### src/rtl/lite_uart_pkg.sv
package lite_uart_pkg;

  localparam int ADDR_W = 4;

  localparam logic [ADDR_W-1:0] RA_DATA = 4'd0;
  localparam logic [ADDR_W-1:0] RA_IEN  = 4'd1;
  localparam logic [ADDR_W-1:0] RA_IID  = 4'd2;
  localparam logic [ADDR_W-1:0] RA_LCTL = 4'd3;
  localparam logic [ADDR_W-1:0] RA_MCTL = 4'd4;
  localparam logic [ADDR_W-1:0] RA_LSTA = 4'd5;
  localparam logic [ADDR_W-1:0] RA_MSTA = 4'd6;
  localparam logic [ADDR_W-1:0] RA_SCR  = 4'd7;
  localparam logic [ADDR_W-1:0] RA_ENAB = 4'd8;
  localparam logic [ADDR_W-1:0] RA_DIV  = 4'd10;

  typedef enum logic [1:0] {LN_IDLE, LN_START, LN_DATA, LN_STOP} lineState_t;

  // strobes from control to datapath
  typedef struct packed {
    logic txPush;
    logic rxPop;
    logic rxFlush;
    logic txFlush;
    logic ovrClr;
  } dpCmd_t;

  // status from datapath to control
  typedef struct packed {
    logic       rxAvail;
    logic       txSpace;
    logic       txIdle;
    logic       overrun;
    logic [7:0] rxByte;
  } dpStat_t;

endpackage

### src/rtl/lite_uart_fifo.sv
module lite_uart_fifo #(
  parameter int DEPTH = 8,
  parameter int WIDTH = 8
) (
  input  logic             clk,
  input  logic             rstN,
  input  logic             push,
  input  logic             pop,
  input  logic             flush,
  input  logic [WIDTH-1:0] wrData,
  output logic [WIDTH-1:0] rdData,
  output logic             full,
  output logic             empty
);
  localparam int PTR_W = (DEPTH > 1) ? $clog2(DEPTH) : 1;
  localparam int CNT_W = $clog2(DEPTH + 1);

  logic [WIDTH-1:0] mem [DEPTH];
  logic [PTR_W-1:0] wrPtr, rdPtr;
  logic [CNT_W-1:0] count;
  logic doPush, doPop;

  function automatic logic [PTR_W-1:0] nextPtr(input logic [PTR_W-1:0] p);
    return (p == PTR_W'(DEPTH - 1)) ? '0 : p + 1'b1;
  endfunction

  assign full   = (count == CNT_W'(DEPTH));
  assign empty  = (count == '0);
  assign doPop  = pop && !empty;
  assign doPush = push && (!full || doPop);
  assign rdData = mem[rdPtr];

  always_ff @(posedge clk) begin
    if (!rstN) begin
      wrPtr <= '0;
      rdPtr <= '0;
      count <= '0;
    end else if (flush) begin
      wrPtr <= '0;
      rdPtr <= '0;
      count <= '0;
    end else begin
      if (doPush) wrPtr <= nextPtr(wrPtr);
      if (doPop)  rdPtr <= nextPtr(rdPtr);
      count <= count + CNT_W'(doPush) - CNT_W'(doPop);
    end
  end

  always_ff @(posedge clk) begin
    if (doPush && !flush) mem[wrPtr] <= wrData;
  end


  fifo_bound_chk: assert property (@(posedge clk) disable iff (!rstN)
    count <= CNT_W'(DEPTH));


  flush_empty_chk: assert property (@(posedge clk) disable iff (!rstN)
    flush |=> empty);

endmodule

### src/rtl/lite_uart_dp.sv
module lite_uart_dp
  import lite_uart_pkg::*;
#(
  parameter int DEPTH = 8,
  parameter int DIV_W = 16,
  parameter int TPB   = 8
) (
  input  logic             clk,
  input  logic             rstN,
  input  dpCmd_t           cmd,
  input  logic [7:0]       txByteIn,
  input  logic [DIV_W-1:0] baudDiv,
  input  logic             wide8,
  input  logic             rxEnable,
  input  logic             txEnable,
  input  logic             rxLine,
  output dpStat_t          stat,
  output logic             txLine
);
  localparam int TICK_W = (TPB > 1) ? $clog2(TPB) : 1;
  localparam int HALF   = TPB / 2;

  // ---------------- baud tick ----------------
  logic [DIV_W-1:0] divCnt, divLast;
  logic baudTick;

  assign divLast  = (baudDiv == '0) ? '0 : baudDiv - 1'b1;
  assign baudTick = (divCnt >= divLast);

  always_ff @(posedge clk) begin
    if (!rstN)         divCnt <= '0;
    else if (baudTick) divCnt <= '0;
    else               divCnt <= divCnt + 1'b1;
  end

  logic [2:0] bitLast;
  assign bitLast = wide8 ? 3'd7 : 3'd6;

  // ---------------- transmit ----------------
  lineState_t        txState;
  logic [TICK_W-1:0] txTicks;
  logic [2:0]        txBits;
  logic [7:0]        txShift;
  logic [7:0]        txHead;
  logic              txFull, txEmpty, txLoad, txBitEnd;

  assign txLoad   = (txState == LN_IDLE) && baudTick && txEnable && !txEmpty && !cmd.txFlush;
  assign txBitEnd = baudTick && (txTicks == TICK_W'(TPB - 1));

  lite_uart_fifo #(.DEPTH(DEPTH), .WIDTH(8)) txQueue (
    .clk(clk), .rstN(rstN), .push(cmd.txPush), .pop(txLoad), .flush(cmd.txFlush),
    .wrData(txByteIn), .rdData(txHead), .full(txFull), .empty(txEmpty)
  );

  always_ff @(posedge clk) begin
    if (!rstN) begin
      txState <= LN_IDLE;
      txTicks <= '0;
      txBits  <= '0;
      txShift <= '0;
      txLine  <= 1'b1;
    end else begin
      unique case (txState)
        LN_IDLE: if (txLoad) begin
          txState <= LN_START;
          txShift <= txHead;
          txTicks <= '0;
          txLine  <= 1'b0;
        end
        LN_START: begin
          if (txBitEnd) begin
            txState <= LN_DATA;
            txTicks <= '0;
            txBits  <= '0;
            txLine  <= txShift[0];
            txShift <= {1'b0, txShift[7:1]};
          end else if (baudTick) txTicks <= txTicks + 1'b1;
        end
        LN_DATA: begin
          if (txBitEnd) begin
            txTicks <= '0;
            if (txBits == bitLast) begin
              txState <= LN_STOP;
              txLine  <= 1'b1;
            end else begin
              txBits  <= txBits + 1'b1;
              txLine  <= txShift[0];
              txShift <= {1'b0, txShift[7:1]};
            end
          end else if (baudTick) txTicks <= txTicks + 1'b1;
        end
        LN_STOP: begin
          if (txBitEnd) begin
            txState <= LN_IDLE;
            txTicks <= '0;
          end else if (baudTick) txTicks <= txTicks + 1'b1;
        end
        default: txState <= LN_IDLE;
      endcase
    end
  end


  tx_idle_high_chk: assert property (@(posedge clk) disable iff (!rstN)
    (txState == LN_IDLE) |-> txLine);

  // ---------------- receive ----------------
  logic [1:0]        rxSync;
  logic              rxBit;
  lineState_t        rxState;
  logic [TICK_W-1:0] rxTicks;
  logic [2:0]        rxBits;
  logic [7:0]        rxShift, rxWord, rxHead;
  logic              rxFull, rxEmpty, rxPush, rxBitEnd, overrun;

  assign rxBit    = rxSync[1];
  assign rxBitEnd = baudTick && (rxTicks == TICK_W'(TPB - 1));
  assign rxPush   = (rxState == LN_STOP) && rxBitEnd && rxEnable;
  assign rxWord   = wide8 ? rxShift : {1'b0, rxShift[7:1]};

  always_ff @(posedge clk) begin
    if (!rstN) rxSync <= 2'b11;
    else       rxSync <= {rxSync[0], rxLine};
  end

  lite_uart_fifo #(.DEPTH(DEPTH), .WIDTH(8)) rxQueue (
    .clk(clk), .rstN(rstN), .push(rxPush), .pop(cmd.rxPop), .flush(cmd.rxFlush),
    .wrData(rxWord), .rdData(rxHead), .full(rxFull), .empty(rxEmpty)
  );

  always_ff @(posedge clk) begin
    if (!rstN || !rxEnable) begin
      rxState <= LN_IDLE;
      rxTicks <= '0;
      rxBits  <= '0;
      if (!rstN) rxShift <= '0;
    end else begin
      unique case (rxState)
        LN_IDLE: if (baudTick && !rxBit) begin
          rxState <= LN_START;
          rxTicks <= '0;
        end
        LN_START: if (baudTick) begin
          if (rxTicks == TICK_W'(HALF - 1)) begin
            rxTicks <= '0;
            rxBits  <= '0;
            rxState <= rxBit ? LN_IDLE : LN_DATA;
          end else rxTicks <= rxTicks + 1'b1;
        end
        LN_DATA: begin
          if (rxBitEnd) begin
            rxTicks <= '0;
            rxShift <= {rxBit, rxShift[7:1]};
            if (rxBits == bitLast) rxState <= LN_STOP;
            else                   rxBits  <= rxBits + 1'b1;
          end else if (baudTick) rxTicks <= rxTicks + 1'b1;
        end
        LN_STOP: begin
          if (rxBitEnd) begin
            rxState <= LN_IDLE;
            rxTicks <= '0;
          end else if (baudTick) rxTicks <= rxTicks + 1'b1;
        end
        default: rxState <= LN_IDLE;
      endcase
    end
  end

  always_ff @(posedge clk) begin
    if (!rstN) overrun <= 1'b0;
    else if (rxPush && rxFull && !cmd.rxPop && !cmd.rxFlush) overrun <= 1'b1;
    else if (cmd.ovrClr) overrun <= 1'b0;
  end


  overrun_cause_chk: assert property (@(posedge clk) disable iff (!rstN)
    $rose(overrun) |-> $past(rxFull));

  always_comb begin
    stat.rxAvail = !rxEmpty;
    stat.txSpace = !txFull;
    stat.txIdle  = txEmpty && (txState == LN_IDLE);
    stat.overrun = overrun;
    stat.rxByte  = rxEmpty ? 8'h00 : rxHead;
  end

endmodule

### src/rtl/lite_uart_ctrl.sv
module lite_uart_ctrl
  import lite_uart_pkg::*;
#(
  parameter int BUS_W = 16,
  parameter int DIV_W = 16
) (
  input  logic              clk,
  input  logic              rstN,
  input  logic [ADDR_W-1:0] regAddr,
  input  logic              regWrEn,
  input  logic              regRdEn,
  input  logic [BUS_W-1:0]  regWrData,
  output logic [BUS_W-1:0]  regRdData,
  input  logic              ctsIn,
  input  dpStat_t           stat,
  output dpCmd_t            cmd,
  output logic [7:0]        txByte,
  output logic [DIV_W-1:0]  baudDiv,
  output logic              wide8,
  output logic              rxEnable,
  output logic              txEnable,
  output logic              rtsOut,
  output logic              irqOut
);
  logic [3:0] ienReg;
  logic [1:0] lctlReg;
  logic [7:0] scratch;
  logic [1:0] ctsSync;
  logic       rxPend, txPend;

  always_ff @(posedge clk) begin
    if (!rstN) begin
      ienReg   <= '0;
      lctlReg  <= '0;
      scratch  <= '0;
      rtsOut   <= 1'b0;
      rxEnable <= 1'b0;
      txEnable <= 1'b0;
      baudDiv  <= '0;
      ctsSync  <= '0;
    end else begin
      ctsSync <= {ctsSync[0], ctsIn};
      if (regWrEn) begin
        unique case (regAddr)
          RA_IEN:  ienReg  <= regWrData[3:0];
          RA_LCTL: lctlReg <= regWrData[1:0];
          RA_MCTL: rtsOut  <= regWrData[1];
          RA_SCR:  scratch <= regWrData[7:0];
          RA_ENAB: {txEnable, rxEnable} <= regWrData[1:0];
          RA_DIV:  baudDiv <= regWrData[DIV_W-1:0];
          default: ;
        endcase
      end
    end
  end

  assign wide8  = (lctlReg == 2'b11);
  assign txByte = regWrData[7:0];

  always_comb begin
    cmd.txPush  = regWrEn && (regAddr == RA_DATA);
    cmd.rxPop   = regRdEn && (regAddr == RA_DATA) && stat.rxAvail;
    cmd.rxFlush = regWrEn && (regAddr == RA_IID) && regWrData[1];
    cmd.txFlush = regWrEn && (regAddr == RA_IID) && regWrData[2];
    cmd.ovrClr  = regRdEn && (regAddr == RA_LSTA);
  end

  assign rxPend = ienReg[0] && stat.rxAvail;
  assign txPend = ienReg[1] && stat.txSpace && !rxPend;
  assign irqOut = (rxPend || txPend) && ienReg[3] && ienReg[2];

  always_comb begin
    unique case (regAddr)
      RA_DATA: regRdData = BUS_W'(stat.rxByte);
      RA_IEN:  regRdData = BUS_W'(ienReg);
      RA_IID:  regRdData = BUS_W'({rxPend, txPend, !(rxPend || txPend)});
      RA_LCTL: regRdData = BUS_W'(lctlReg);
      RA_MCTL: regRdData = BUS_W'({rtsOut, 1'b0});
      RA_LSTA: regRdData = BUS_W'({stat.txIdle, stat.txSpace, 3'b000, stat.overrun, stat.rxAvail});
      RA_MSTA: regRdData = BUS_W'({ctsSync[1], 5'b00000});
      RA_SCR:  regRdData = BUS_W'(scratch);
      RA_ENAB: regRdData = BUS_W'({txEnable, rxEnable});
      RA_DIV:  regRdData = BUS_W'(baudDiv);
      default: regRdData = '0;
    endcase
  end


  iid_single_chk: assert property (@(posedge clk) disable iff (!rstN)
    $onehot0({rxPend, txPend}));


  irq_cause_chk: assert property (@(posedge clk) disable iff (!rstN)
    irqOut |-> (stat.rxAvail || stat.txSpace));

endmodule

### src/rtl/lite_uart.sv
module lite_uart
  import lite_uart_pkg::*;
#(
  parameter int BUS_W = 16,
  parameter int DIV_W = 16,
  parameter int DEPTH = 8,
  parameter int TPB   = 8
) (
  input  logic              clk,
  input  logic              rstN,
  input  logic [ADDR_W-1:0] regAddr,
  input  logic              regWrEn,
  input  logic              regRdEn,
  input  logic [BUS_W-1:0]  regWrData,
  output logic [BUS_W-1:0]  regRdData,
  input  logic              rxIn,
  output logic              txOut,
  input  logic              ctsIn,
  output logic              rtsOut,
  output logic              irqOut
);
  dpCmd_t           cmd;
  dpStat_t          stat;
  logic [7:0]       txByte;
  logic [DIV_W-1:0] baudDiv;
  logic             wide8, rxEnable, txEnable;

  lite_uart_ctrl #(.BUS_W(BUS_W), .DIV_W(DIV_W)) ctrl (
    .clk(clk), .rstN(rstN), .regAddr(regAddr), .regWrEn(regWrEn), .regRdEn(regRdEn),
    .regWrData(regWrData), .regRdData(regRdData), .ctsIn(ctsIn), .stat(stat),
    .cmd(cmd), .txByte(txByte), .baudDiv(baudDiv), .wide8(wide8),
    .rxEnable(rxEnable), .txEnable(txEnable), .rtsOut(rtsOut), .irqOut(irqOut)
  );

  lite_uart_dp #(.DEPTH(DEPTH), .DIV_W(DIV_W), .TPB(TPB)) dp (
    .clk(clk), .rstN(rstN), .cmd(cmd), .txByteIn(txByte), .baudDiv(baudDiv),
    .wide8(wide8), .rxEnable(rxEnable), .txEnable(txEnable), .rxLine(rxIn),
    .stat(stat), .txLine(txOut)
  );

endmodule

### config.mk
export PLATFORM = sky130hd
export DESIGN_NAME = lite_uart
export DESIGN_NICKNAME = d
export VERILOG_FILES = /design/src/rtl/lite_uart_pkg.sv /design/src/rtl/lite_uart_fifo.sv /design/src/rtl/lite_uart_dp.sv /design/src/rtl/lite_uart_ctrl.sv /design/src/rtl/lite_uart.sv
export SDC_FILE = /design/constraint.sdc
export NUM_CORES = 1
export LEC_CHECK = 0
export ABC_AREA = 1
export CORE_MARGIN = 8
export CORE_UTILIZATION = 34
export CTS_CLUSTER_SIZE = 8
export DETAILED_ROUTE_END_ITERATION = 6
export PLACE_DENSITY = 0.5
export SYNTH_ARGS = -nofsm -noshare
export SYNTH_HDL_FRONTEND = slang
export SYNTH_SLANG_ARGS = --single-unit
### constraint.sdc
create_clock -name clk -period 11 [get_ports clk]
set_clock_uncertainty 0.15 [all_clocks]
set_input_delay 1.1 -clock clk [delete_from_list [all_inputs] [get_ports clk]]
set_output_delay 1.1 -clock clk [all_outputs]
set_load 0.02 [all_outputs]
### Word level (Yosys, flattened, before mapping)

Memory sizes are Yosys's and may differ from the RTL's. A register that Yosys moved wholly into a read port is not among the register bits.
Index checks and enable logic that the tools add are counted.

| storage, ports and cells | value |
|---|---|
| register bits after elaboration | 107 |
| memories | 2 |
| bits in writable memories | 128 |
| output and inout bits | 19 |
| logic and storage cells | 232 |
| input bits | 26 |

Memory list:

| name | depth | bits a word | read ports | clocked after memory_dff | write ports | line | source |
|---|---|---|---|---|---|---|---|
| dp.rxQueue.mem | 8 | 8 | 1 | 1 | 1 | lite_uart_fifo.sv:18 | `logic [WIDTH-1:0] mem [DEPTH];` |
| dp.txQueue.mem | 8 | 8 | 1 | 1 | 1 | lite_uart_fifo.sv:18 |  |

| operators by class | value |
|---|---|
| reductions and logical operators | 79 |
| bitwise logic cells | 1 |
| add/sub/neg operators | 14 |
| magnitude comparators | 1 |
| multiplexer cells | 66 |
| equal/unequal tests | 43 |

Operator list:

| kind | number |
|---|---|
| 16-bit one-hot mux with 10 select lines | 1 |
| 8-bit two-way mux | 10 |
| 3-bit two-way mux | 23 |
| 1-bit logical AND | 31 |
| 3-bit by 1-bit adder with 3-bit output (second input constant) | 8 |
| 2-bit two-way mux | 12 |
| 8-bit one-hot mux with 3 select lines | 1 |
| 2-bit by 1-bit != test with 1-bit output (second input constant) | 10 |
| 3-bit == test (second input constant) | 6 |
| 3-bit one-hot mux with 2 select lines | 3 |
| 16-bit by 1-bit adder with 16-bit output (second input constant) | 1 |
| 4-bit by 3-bit == test with 1-bit output (second input constant) | 4 |
| 4-bit == test (second input constant) | 4 |
| 16-bit >= comparator | 1 |
| 16-bit logical NOT | 1 |
| 16-bit two-way mux | 1 |
| 2-bit one-hot mux with 4 select lines | 2 |
| 16-bit by 1-bit subtractor with 16-bit output (second input constant) | 1 |
| 5-bit AND reduction | 3 |
| 2-bit AND reduction | 7 |
| 1-bit logical NOT | 12 |
| 4-bit logical NOT | 3 |
| 1-bit two-way mux | 11 |
| 2-bit == test (second input constant) | 5 |
| other kinds (21) | 43 |

### Longest topological paths before layout

Gate-level depths: netlist (run 1).

| depth | value |
|---|---|
| depth after elaboration | 13 |
| depth in mapped cells | 27 |
| depth with buffers taken out | 26 |

### Cells and area by module

A second synthesis (run 1) with hierarchy kept.

| unflattened totals | value |
|---|---|
| cells, all modules | 1,348 |
| area total of the unflattened synthesis | 11,823.8 µm² |

By module, submodules not included:

| module | instances | area each (µm²) | sequential area each (µm²) | cells each |
|---|---|---|---|---|
| lite_uart_dp | 1 | 3,573.4 | 1,121.1 | 513 |
| lite_uart_fifo at dp.txQueue | 1 | 3,195.6 | 2,182.1 | 272 |
| lite_uart_fifo at dp.rxQueue | 1 | 3,189.3 | 2,182.1 | 275 |
| lite_uart_ctrl | 1 | 1,865.5 | 700.7 | 288 |

### Worst setup path after synthesis (run 1)

No wires, ideal clock.

| timing | value |
|---|---|
| path type | reg-to-reg |
| start | register ctrl.baudDiv[0] |
| end | register dp.rxQueue.count[2] |
| slack | 7.181 ns |
| data required time | 10.729 ns |
| period minus slack after synthesis | 3.819 ns |
| data arrival time | 3.547 ns |
| buffers on the path | 1 |
| setup time | 0.121 ns |
| cell stages (with the launch flop) | 27 |
| path through | dfxtp_1 > inv_1 > nand3_1 > nor3_2 > nand2_1 > inv_1 > nand2_1 > inv_1 > nand2_1 > nor3_2 > xor2_1 > nand2_1 > ha_1 > nand2_1 > nor3_2 > nand2_2 > nand2_2 > buf_6 > nand3_2 > nor2_4 > nand2_4 > ha_1 > inv_1 > ha_1 > fa_1 > xnor2_1 > nor2_1 |

| between the ends | value |
|---|---|
| word-level cells in the longest chain between the ends | 9 |
| elaborated cells between the ends (all ways) | 10 |
| classes of those cells | 3 x add/sub; 1 x order compare; 1 x mux; 5 x reduce/logical |

RTL lines:

| item | line | source |
|---|---|---|
| start, declared | lite_uart_ctrl.sv:18 | `output logic [DIV_W-1:0] baudDiv,` |
| start signal, assigned | lite_uart_ctrl.sv:50 | `RA_DIV: baudDiv <= regWrData[DIV_W-1:0];` |
| 16-bit by 1-bit subtractor with 16-bit output or 16-bit logical NOT (tied branches) | lite_uart_dp.sv:27 | `assign divLast = (baudDiv == '0) ? '0 : baudDiv - 1'b1;` |
| 16-bit two-way mux (*) | lite_uart_dp.sv:27 |  |
| 16-bit >= comparator (*) | lite_uart_dp.sv:28 | `assign baudTick = (divCnt >= divLast);` |
| 1-bit logical AND (*) | lite_uart_dp.sv:117 | `assign rxBitEnd = baudTick && (rxTicks == TICK_W'(TPB - 1));` |
| 1-bit logical AND (*) (2 in a row) | lite_uart_dp.sv:118 | `assign rxPush = (rxState == LN_STOP) && rxBitEnd && rxEnable;` |
| 1-bit logical AND (*) | lite_uart_fifo.sv:30 | `assign doPush = push && (!full \|\| doPop);` |
| 4-bit by 1-bit adder with 4-bit output (*) | lite_uart_fifo.sv:45 | `count <= count + CNT_W'(doPush) - CNT_W'(doPop);` |
| 4-bit by 1-bit subtractor with 4-bit output (*) | lite_uart_fifo.sv:45 |  |
| end signal, assigned | lite_uart_fifo.sv:45 |  |
| end, declared | lite_uart_fifo.sv:20 | `logic [CNT_W-1:0] count;` |

Mark *: on every way between the ends. The rest lies on a longest branch, timed or not.
A chain may end at the register's enable or synchronous reset.

### Final worst setup path (run 1)

| timing | value |
|---|---|
| start | input regAddr[2] |
| end | output regRdData[0] |

| between the ends | value |
|---|---|
| word-level cells in the longest chain between the ends | 2 |
| elaborated cells between the ends (all ways) | 11 |
| classes of those cells | 9 x eq/ne; 1 x mux; 1 x reduce/logical |

RTL lines:

| item | line | source |
|---|---|---|
| start, declared | lite_uart.sv:11 | `input logic [ADDR_W-1:0] regAddr,` |
| 4-bit == test (tied with other cells) | lite_uart_ctrl.sv:73 | `unique case (regAddr)` |
| 16-bit one-hot mux with 10 select lines (*) | lite_uart_ctrl.sv:73 |  |
| end, declared | lite_uart.sv:15 | `output logic [BUS_W-1:0] regRdData,` |

Marks and branches as above.

==> results of run 1 <==
power groups by stage:
stage          clock [mW]  sequential, mW  combinational [mW]
2_1_floorplan           0           0.994               0.152
3_3_place_gp            0           0.995               0.208
3_5_place_dp            0           0.995               0.210
4_1_cts              1.04           0.978               0.211
5_1_grt              1.07           0.979               0.241
6_report             1.01           0.978               0.208
stage by stage:
step / cell area [um^2] / util
3_3_place_gp: 12310 / 0.3698
6_report: 13340 / 0.4009
3_5_place_dp: 12310 / 0.3698
4_1_cts: 13340 / 0.4009
2_1_floorplan: 11400 / -
5_1_grt: 13340 / 0.4009
Yosys cell counts (all sizes together) (11+ instances only):
cell type  number  area [um^2]
a21oi          77        385.4
clkbuf         30        112.6
dfxtp         105         2102
edfxtp        136         4084
ha             56        700.7
inv           148        560.5
mux2i          12        120.1
nand2         202        844.6
nand3          49        255.3
nand4          16        100.1
nor2          169        679.4
nor3           11        70.07
o21ai         114        574.3
o221ai         26        227.7
or2            11        68.82
xor2           13        113.9
how the worst min path moves through the flow:
stage,start,to,slack (ns)
floorplan,ctrl.ctsSync[0],ctrl.ctsSync[1],0.24
global placement,dp.rxSync[0],dp.rxSync[1],0.26
detailed placement,dp.rxSync[0],dp.rxSync[1],0.25
CTS,dp.rxSync[0],dp.rxSync[1],0.27
global route,dp.rxSync[0],dp.rxSync[1],0.27
finish,dp.rxSync[0],dp.rxSync[1],0.26
registers in the layout, summed over array words and instances, names as in the netlist, 8 cells and up, named ones only:
| register | count |
|---|---|
| ctrl.scratch | 8 |
| dp.divCnt | 16 |
| dp.txShift | 8 |
| dp.rxShift | 8 |
| dp.rxQueue.mem | 64 |
| dp.txQueue.mem | 64 |
| ctrl.baudDiv | 16 |
final cells by class:
cell class | count | share of cell area
Multi-Input combinational cell | 800 | 0.3372
Clock inverter | 3 | 0.001688
Tap cell | 448 | 0.04201
Clock buffer | 58 | 0.07605
Timing Repair Buffer | 52 | 0.03713
Inverter | 149 | 0.04229
Sequential cell | 241 | 0.4636
cell families after synthesis:
logic type | count (synthesis) | share of synthesized area
xor gates and xnor gates | 17 | 0.01306
buffers and inverters | 185 | 0.06257
muxes | 12 | 0.01054
DFF | 241 | 0.5427
adders and majority gates | 58 | 0.06498
AOI/OAI and AO/OA | 245 | 0.1229
and+or+nand+nor | 468 | 0.1832
critical path: stages:
cell,delay (ns)
clkdlybuf4s50_1,0.48
inv_1,0.06
nor2_1,0.27
inv_1,0.08
nor2_1,0.38
inv_1,0.21
o22ai_1,0.20
nor2_1,0.08
o311ai_0,0.25
clkdlybuf4s50_1,0.75
layout by cell type (no fill, tap or decap), types with 12 or more instances in the layout:
| cell type | instances |
|---|---|
| o221ai_1 | 26 |
| o21ai_0 | 109 |
| nand3_1 | 47 |
| clkbuf_1 | 20 |
| clkdlybuf4s50_1 | 43 |
| xor2_1 | 13 |
| nand2_2 | 16 |
| edfxtp_1 | 136 |
| nand4_1 | 16 |
| inv_1 | 145 |
| nor2_1 | 161 |
| nand2_1 | 181 |
| a21oi_1 | 77 |
| mux2i_1 | 12 |
| dfxtp_1 | 105 |
| clkbuf_16 | 37 |
| ha_1 | 56 |
metal layers:
layer	share of wire	track usage
met5	0	0
met4	0.021	0.04255
met3	0.038	0.02307
met2	0.47	0.2359
met1	0.47	0.1860
==> run_results.csv, run 1 <==
group,metric,value,unit
placed_design,numPortBuffers,44,
cts,clkLatencyLatePin,0.50,ns
critical_path,start_kind,"primary input",
critical_path,r2r_slack,6.31,ns
logic_synthesis,synth_edf_count,136,
timing,finalCriticalPeriod,5.112,ns
global_routing,track_usage,0.1413,
timing,setup_tns,0,ns
critical_path,critPathKind,"in2out",
critical_path,cp_max_fo,8,
power_and_ir_drop,power.density_cell_area,164.6,nW/um^2
hold_path,hold_path.class,"reg2reg",
die,dieArea,39640,um^2
die,num_rows,67,
cts,ctsResizeCount,0,
cts,cts_hold_buf,0,
placed_design,gp_congestion,0.8236,
cts,cts-root-buf,"clkbuf_16",
die,start_util,0.3425,
power_and_ir_drop,comb_power_share,0.095,
critical_path,reg2reg_from,"ctrl.baudDiv[0]",
timing,setup_violations,0,
placed_design,dp_cells,1690,
timing,slew-limit-headroom,0.2107,
routing,route.detailed.drc,0,
logic_synthesis,yosysUniqueCellTypes,48,
routing,dr.pass1.iters,5,
cts,cts.sinks,241,
global_routing,antenna_found_initial,0,
timing,maxSlewViolCount,0,
logic_synthesis,syn_area,11400,um^2
power_and_ir_drop,intPower,1.666,mW
logic_synthesis,synth-async-reset-ratio,0,
logic_synthesis,syn_area_per_cell,9.297,um^2
cts,postCtsSetupRepairBufs,0,
die,io_pins,45,
power_and_ir_drop,total_power,2.196,mW
cts,cts_buffers,36,
logic_synthesis,yosysSeqAreaShare,0.5427,
finish,nNetsFinal,1364,
timing,max_freq,0.1956,GHz
timing,rsz0062_at_grt,"false",
power_and_ir_drop,peakVddDrop,0.0001110,V
finish,drive_gt1_frac,0.07598,
placed_design,detailed_place_hpwl,19.00,mm
global_routing,grt_pass1_vias,8176,
routing,vias,8421,
global_routing,grt_overflow,0,
logic_synthesis,ys_ff_latch,241,
cts,cts_max_path_buffers,3,
timing,period_share,0.4647,
die,core-area,33280,um^2
timing,finalHoldViolations,0,
critical_path,critPathLaunch,"regAddr[2]",
critical_path,timing.rr.end,"dp.txQueue.mem[4][2]",
critical_path,endpoint,"regRdData[0]",
global_routing,grt_pass1_wl,44.28,mm
finish,nFillCells,3345,
finish,antenna_cells,0,
hold_path,worstHoldPathCells,1,
cts,path_clk_slew,0.05,ns
power_and_ir_drop,swShare,0.2414,
cts,cts_tree,"done",
flow_run,maxCapViolations,0,
timing,whs,0.2615,ns
routing,ant_nets,0,
run_status,status,"finished clean",
critical_path,cp_data_required_time,9.75,ns
finish,multiInputGateArea,4499,um^2
routing,drtIter0Drc,470,
die,fp.dieW,199.1,um
logic_synthesis,synth_nets,1310,
die,fp.dieH,199.1,um
power_and_ir_drop,p_clk_frac,0.460,
power_and_ir_drop,power.switching,0.5302,mW
finish,register_area,6186,um^2
critical_path,end_kind,"primary output",
finish,syn2layout_area_growth,17.06,%
routing,wl,27.61,mm
finish,fin_cells,1751,
power_and_ir_drop,p_leak,5.035,nW
routing,viasPerCell,4.809,
critical_path,r2r_cells,17,
routing,wl_per_cell,15.77,um
power_and_ir_drop,p_seq_frac,0.445,
placed_design,dp_slack,5.980,ns
global_routing,grt_max_degree,49,
timing,fin_ws,5.888,ns
logic_synthesis,syn_inst,1226,
logic_synthesis,synth_flop_cell,"edfxtp_1",
logic_synthesis,synth_warnings,0,
cts,htreeDepth,2,
critical_path,crit_arrival,3.86,ns
timing,tightest_slew,1.175,ns
Power figures use the tool's default switching activity.
==> inputs of run 2 (changes only) <==
--- a/config.mk
+++ b/config.mk
@@ -10,7 +10,7 @@
 export CORE_UTILIZATION = 34
 export CTS_CLUSTER_SIZE = 8
 export DETAILED_ROUTE_END_ITERATION = 6
-export PLACE_DENSITY = 0.5
+export PLACE_DENSITY = 0.51
 export SYNTH_ARGS = -nofsm -noshare
 export SYNTH_HDL_FRONTEND = slang
 export SYNTH_SLANG_ARGS = --single-unit
==> constraint.sdc (replaced) <==
create_clock -name clk -period 4.3 [get_ports clk]
set_clock_uncertainty 0.15 [all_clocks]
set_input_delay 0.43 -clock clk [delete_from_list [all_inputs] [get_ports clk]]
set_output_delay 0.43 -clock clk [all_outputs]
set_load 0.02 [all_outputs]
==> run_results.csv, run 2 (synthesized netlist as in run 1, its figures left out) <==
group,metric,value,unit
critical_path,crit_top_cell,"nand2_1",
routing,dr.pass1.iters,5,
critical_path,critPathBufInv,4,
cts,cts-root-buf,"clkbuf_16",
routing,ant_nets,0,
timing,period_share,0.9241,
cts,cts_tree,"done",
global_routing,grt_max_degree,49,
routing,wl,28.18,mm
critical_path,crit_arrival,4.22,ns
placed_design,dp_slack,0.1935,ns
hold_path,min_to,"ctrl.ctsSync[1]",
timing,tightest_slew,0.9725,ns
critical_path,cp_data_required_time,4.54,ns
routing,wl_per_cell,15.83,um
routing,route.detailed.drc,0,
timing,whs,0.2635,ns
global_routing,grt_pass1_wl,44.91,mm
critical_path,r2r_cells,25,
hold_path,hp-start,"ctrl.ctsSync[0]",
critical_path,start_kind,"flip-flop",
global_routing,grt_overflow,0,
finish,syn2layout_area_growth,19.31,%
die,io_pins,45,
cts,htreeDepth,2,
critical_path,cp_top_family,"simple AND/OR/NAND/NOR gates",
placed_design,detailed_place_hpwl,19.87,mm
placed_design,numPortBuffers,44,
run_status,status,"finished clean",
finish,antenna_cells,0,
finish,final_common_cell,"nand2_1",
cts,cts_max_path_buffers,3,
global_routing,track_usage,0.1428,
critical_path,end_kind,"flip-flop",
critical_path,slowest_delay,0.38,ns
finish,nNetsFinal,1391,
finish,drive_gt1_frac,0.1029,
global_routing,antenna_found_initial,0,
routing,drtIter0Drc,408,
timing,max_freq,0.2517,GHz
global_routing,met2_usage,0.2428,
timing,slew-limit-headroom,0.3509,
cts,path_clk_slew,0.05,ns
die,core-area,33280,um^2
finish,nFillCells,3336,
flow_run,maxCapViolations,0,
critical_path,timing.rr.end,"dp.rxQueue.count[2]",
critical_path,reg2reg_from,"ctrl.baudDiv[2]",
die,num_rows,67,
critical_path,cp_max_fo,6,
routing,vias,8558,
hold_path,hold_path.class,"reg2reg",
timing,maxSlewViolCount,0,
die,dieArea,39640,um^2
timing,finalCriticalPeriod,3.974,ns
cts,clkLatencyLatePin,0.52,ns
global_routing,busiest_layer,"met2",
cts,cts_buffers,36,
power_and_ir_drop,power.density_cell_area,416.6,nW/um^2
die,start_util,0.3425,
timing,fin_ws,0.3262,ns
timing,setup_violations,0,
routing,viasPerCell,4.808,
power_and_ir_drop,p_leak,5.190,nW
critical_path,critPathKind,"reg2reg",
die,fp.dieH,199.1,um
placed_design,gp_congestion,0.8211,
global_routing,grt_pass1_vias,8286,
global_routing,grt_use_met1,0.1825,
cts,cts_hold_buf,0,
timing,finalHoldViolations,0,
global_routing,use_met3,0.02257,
cts,cts.sinks,241,
power_and_ir_drop,peakVddDrop,0.0003259,V
finish,layout_common_cells,"nand2_1, nor2_1, inv_1, edfxtp_1, o21ai_0",
finish,reg_top3,"dp.rxQueue.mem: 64 flops, dp.txQueue.mem: 64 flops",
hold_path,worstHoldPathCells,2,
critical_path,slowest_stage,"fa_1",
die,fp.dieW,199.1,um
critical_path,r2r_slack,0.33,ns
==> run 2: cell count changes in the layout (fill, tap and decap cells not counted), moves of 2 or more <==
| cell | delta |
|---|---|
| nand2_1 | -2 |
| buf_4 | +27 |
| inv_1 | -4 |
| inv_2 | +4 |
| clkbuf_1 | +2 |
==> run 2: timing repair <==
action / in CTS / in global routing
resized for setup: 0 / 14
setup buffers: 0 / 0
hold endpoints to repair: 0 / 0
endpoints found under the setup margin: 0 / 6
==> run 2: through the flow <==
| stage | power (mW) | setup TNS, ns | std cells | cell area (um^2) | utilization |
|---|---|---|---|---|---|
| 2_1_floorplan | 2.929 | 0 | 1226 | 11400 | - |
| 3_3_place_gp | 3.088 | 0 | 1717 | 12510 | 0.3758 |
| 3_5_place_dp | 3.094 | 0 | 1717 | 12510 | 0.3758 |
| 4_1_cts | 5.744 | 0 | 1780 | 13560 | 0.4073 |
| 5_1_grt | 5.933 | -0.02848 | 1780 | 13600 | 0.4086 |
| 6_report | 5.665 | 0 | 1780 | 13600 | 0.4086 |
==> run 2: area by class of cell <==
| type | count | area (um^2) | share of cell area |
|---|---|---|---|
| multi-input combinational | 800 | 4543 | 0.3341 |
| sequential | 241 | 6186 | 0.4549 |
| clock inverter | 4 | 50.05 | 0.003680 |
| inverter | 149 | 564.3 | 0.04149 |
| clock buffer | 59 | 997.2 | 0.07333 |
| tap | 448 | 560.5 | 0.04122 |
| timing repair buffer | 79 | 698.2 | 0.05134 |
==> run 2: worst min-delay path: cells and delay by family (launching register included) <==
kind | cells | cell delay [ns]
and+or+nand+nor | 1 | 0.05
DFF | 1 | 0.30
buffers and inverters | 1 | 0.04
==> run 2: how the worst max path moves through the flow <==
stage,from,end,slack (ns),cells after the start
finish,ctrl.baudDiv[2],dp.rxQueue.count[2],0.33,25
CTS,ctrl.baudDiv[0],dp.rxQueue.count[2],0.18,25
detailed placement,ctrl.baudDiv[0],dp.rxQueue.count[2],0.19,25
global placement,ctrl.baudDiv[0],dp.rxQueue.count[2],0.28,25
global route,ctrl.baudDiv[2],dp.rxQueue.count[2],-0.03,25
floorplan,ctrl.baudDiv[0],dp.rxQueue.count[2],0.48,26
==> run 2: where the power goes <==
part | leakage, nW | switching (mW) | total (mW) | internal [mW]
Sequential | 2.11 | 0.0269 | 2.50 | 2.47
Combinational | 2.58 | 0.356 | 0.553 | 0.196
Clock | 0.502 | 1.02 | 2.61 | 1.59
==> run 2: per-layer routing <==
metal	vias to the layer above	wire length, um	share of wire
met5	-	0	0
met4	0	673	0.024
met3	54	968	0.034
met2	139	13500	0.48
met1	4026	13040	0.46
li1	4339	-	-
